**src/rtl/pi_pkg.sv**
```systemverilog
package pi_pkg;
    typedef enum logic [2:0] {
        PI_OK      = 3'd0,
        PI_GUARD   = 3'd1,
        PI_APP     = 3'd2,
        PI_REF     = 3'd3,
        PI_INVALID = 3'd4
    } pi_status_e;

    localparam int CHK_GUARD = 2;
    localparam int CHK_APP   = 1;
    localparam int CHK_REF   = 0;

    localparam logic [15:0] POLY16     = 16'h8BB7;
    localparam logic [63:0] POLY64R    = 64'h9A6C9329AC4BC9B5;
    localparam logic [15:0] APP_ESCAPE = 16'hFFFF;
endpackage

```
**src/rtl/pi_tag_eval.sv**
```systemverilog
// Per-block verdict from a captured tuple: escape, then guard, app tag, ref tag.
module pi_tag_eval (
    input  logic [127:0]              tup,
    input  logic                      wide,
    input  logic [1:0]                ptype,
    input  logic [2:0]                chk,
    input  logic [63:0]               guard_calc,
    input  logic [15:0]               exp_app,
    input  logic [15:0]               app_mask,
    input  logic [47:0]               exp_ref,
    output pi_pkg::pi_status_e        verdict
);
    import pi_pkg::*;

    logic [63:0] st_guard;
    logic [15:0] st_app;
    logic [47:0] st_ref;
    logic [47:0] want_ref;
    logic        ref_ones;
    logic        escape;

    always_comb begin
        st_guard = wide ? tup[127:64] : {48'b0, tup[63:48]};
        st_app   = wide ? tup[63:48]  : tup[47:32];
        st_ref   = wide ? tup[47:0]   : {16'b0, tup[31:0]};
        want_ref = wide ? exp_ref     : {16'b0, exp_ref[31:0]};
        ref_ones = wide ? (&tup[47:0]) : (&tup[31:0]);
        escape   = (st_app == APP_ESCAPE) && ((ptype != 2'd3) || ref_ones);

        if (escape)                                           verdict = PI_OK;
        else if (chk[CHK_GUARD] && (st_guard != guard_calc))  verdict = PI_GUARD;
        else if (chk[CHK_APP] && (((st_app ^ exp_app) & app_mask) != 16'h0))
                                                              verdict = PI_APP;
        else if (chk[CHK_REF] && (st_ref != want_ref))        verdict = PI_REF;
        else                                                  verdict = PI_OK;
    end
endmodule

```
**config.mk**
```make
export PLATFORM = sky130hd
export DESIGN_NAME = pi_tag_eval
export DESIGN_NICKNAME = d
export VERILOG_FILES = /design/src/rtl/pi_pkg.sv /design/src/rtl/pi_tag_eval.sv
export SDC_FILE = /design/constraint.sdc
export NUM_CORES = 1
export LEC_CHECK = 0
export BUFFER_PORTS_ARGS = -buffer_cell sky130_fd_sc_hd__buf_2
export CORE_AREA = 4 4 108 110
export DETAILED_ROUTE_END_ITERATION = 6
export DIE_AREA = 0 0 112 114
export GPL_TIMING_DRIVEN = 0
export PLACE_DENSITY = 0.72
export SYNTH_ARGS = -nofsm -noshare
export SYNTH_HDL_FRONTEND = slang
export SYNTH_SLANG_ARGS = --single-unit
```
**constraint.sdc**
```tcl
create_clock -name vclk -period 4
set_input_delay 0.6 -clock vclk [all_inputs]
set_output_delay 0.6 -clock vclk [all_outputs]
set_load 0.01 [all_outputs]
```
==> results.md <==
* Status: complete, no violations
* Synth cell types at 49
* Syn_nets at 635
* Worst relative slew slack at 39.3%
* Worst endpoint required time at 3.40 ns
* Dpl hpwl at 13200 microns
* Total area of sequential cells at 0 sq um
* Most frequent cell on the critical path: buf_2
* Number of global-route vias before repair at 4059
* YS warnings at 0
* Final critical-path setup slack at 0.207 ns
* First-pass GRT wire length at 20800 microns
* CP Launch Type: input pin
* Buf/Inv on CP at 5
* Number of port buffers at 280
* Mapped Avg Cell Area at 7.20 sq um
* Int Power at 0.000222 W
* Combinational power share at 100.0%
* Worst Hold Depth at 4
* Clock power share at 0%
* Initial antenna violation count at 1
* Post-Route WL at 14500 microns
* Inst Count DP at 777
* Nets at 917
* Largest net degree at the start of global routing at 11
* CTS Hold Bufs at 0
* Peak VDD IR at 0.0526 mV
* Crit path max-delay family: buffers and inverters
* Sequential share of the synthesized area at 0%
* Met3 Use GR at 4.03%
* Crit-path max cell delay at 0.40 ns
* CP max-delay cell: nor4_1
* Global route hottest layer: met2
* Commonest non-fill, non-tap cells in the layout: 284 x buf_2, 67 x xnor2_1, 30 x nand4_1
* Syn Inst Count at 357
* Place WS at -0.0934 ns
* Fin crit share at 94.8%
* Total track usage at 20.6%
* Critical hold path startpoint: chk[2]
* Finished Cell Area at 4170 sq um
* GRT Residual Overflow at 0
* Finished Layout Cells at 777
* Netlist Area Pre-Place at 2570 sq um
* Via count at 3951
* DRC at 0
* Core Box Area at 10700 sq um
* Sw Pwr at 0.000213 W
* Number of diodes at 0
* Most common cell after layout, fill and taps aside: buf_2
* Worst EP arrival at 3.19 ns
* Initial Util at 24.0%
* Setup violators final at 0
* Unrepaired setup endpoints after global routing: false
* CP Cell Sequence: buf_2, buf_2, buf_2, clkbuf_2, a22oi_1, nor4_1, nand4_1, o41ai_4, o221a_1, buf_2
* Pwr dens at 104 nW/um^2
* Die extent in x at 112 microns
* Average wire per standard cell at 18.6 microns
* Share of power burned in registers at 0%
* Iter 0 DRT Violations at 252
* MaxCap Viol Count at 0
* Slew Limit Fails at 0
* Row count at 38
* I/O pin cnt at 281
* DR pass1 iterations at 6
* Post-Place Cell Area at 4150 sq um
* Die height at 114 microns
* Kind of critical path: input pin to output port
* Sw Ratio at 48.9%
* Met1 Use GR at 23.3%
* Hold_ws at 1.60 ns
* Die area at 12800 sq um
* Worst hold endpoint: verdict[0]
* Minimum clock period at 3.79 ns
* Hold WC Path Type: input pin to output port
* Final hold vios at 0
* Pleak at 1.97 nW
* Share of layout cells above drive strength 1 at 47.3%
* DRT antenna net count at 0
* Layout area overhead at 62.2%
* Num sequential at 0
* Global-route met2 utilization at 39.1%
* Worst Setup End Kind: output port
* RD Place Congestion at 0.953
* Vias per cell at 5.08
* Worst-path maximum fanout at 10
* Clock buffer count in the final layout at 0
* Worst-margin pin slew at 0.887 ns
* Fmax at 264 MHz
## how the worst max path moves through the flow
stage / depth (start not counted) / to / from
detailed placement: 10 / verdict[1] / wide
global placement: 10 / verdict[1] / wide
finish: 10 / verdict[1] / wide
CTS: 11 / verdict[1] / wide
floorplan: 6 / verdict[1] / guard_calc[30]
global route: 11 / verdict[1] / wide
## cells in the mapped netlist (5+ instances only)
| master | count | area (sq um) |
|---|---|---|
| nand3_1 | 7 | 35.0 |
| a22oi_1 | 14 | 105 |
| mux2i_1 | 20 | 200 |
| nand2b_1 | 15 | 93.8 |
| nand4_1 | 30 | 188 |
| xor2_1 | 23 | 201 |
| o22ai_1 | 7 | 43.8 |
| a31oi_1 | 5 | 31.3 |
| xnor2_1 | 67 | 587 |
| a31o_2 | 5 | 43.8 |
| nor4bb_1 | 5 | 50.1 |
| o21ai_0 | 8 | 40.0 |
| a2111oi_0 | 7 | 61.3 |
| o2111ai_1 | 6 | 52.6 |
| nor2b_1 | 22 | 138 |
| nor4_1 | 18 | 113 |
| o21ai_1 | 6 | 30.0 |
| nor2_1 | 14 | 52.6 |
| a21oi_1 | 5 | 25.0 |
| inv_1 | 26 | 97.6 |
## cells by family after synthesis
kind of cell / Yosys count / share of synthesized area [%]
xor+xnor: 90 / 30.7
buf+inv: 36 / 5.60
simple gates: 125 / 29.4
compound gates: 85 / 26.4
other cells: 1 / 0.146
mux: 20 / 7.79
## final cells by class
class,count,area (sq um)
Fill cell,1199,6530
Multi-Input combinational cell,321,2440
Timing Repair Buffer,280,1400
Tap cell,140,175
Inverter,28,105
Buffer,8,45.0
## power by group through the flow
stage | clock, W | sequential (W) | combinational [W]
global route | 0 | 0 | 0.000473
global placement | 0 | 0 | 0.000428
detailed placement | 0 | 0 | 0.000430
CTS | 0 | 0 | 0.000433
finish | 0 | 0 | 0.000435
floorplan | 0 | 0 | 0.000190
## routing by layer
metal,wire length (microns),part of all wire (%)
met5,13,0.090
met1,5360,37
met4,439,3.0
met2,7290,50
met3,1390,9.6
## timing repair
item,4_1_cts,5_1_grt
setup endpoints to repair,2,2
gates resized for setup,3,5
setup buffers,0,0
## through the flow
step	power (W)	setup TNS, ns	util (%)
6_report	0.000435	0	39.0
5_1_grt	0.000473	0	39.0
3_3_place_gp	0.000428	-0.0965	38.8
3_5_place_dp	0.000430	-0.0949	38.8
4_1_cts	0.000433	0	38.8
2_1_floorplan	0.000190	0	-
Power figures use the tool's default switching activity.
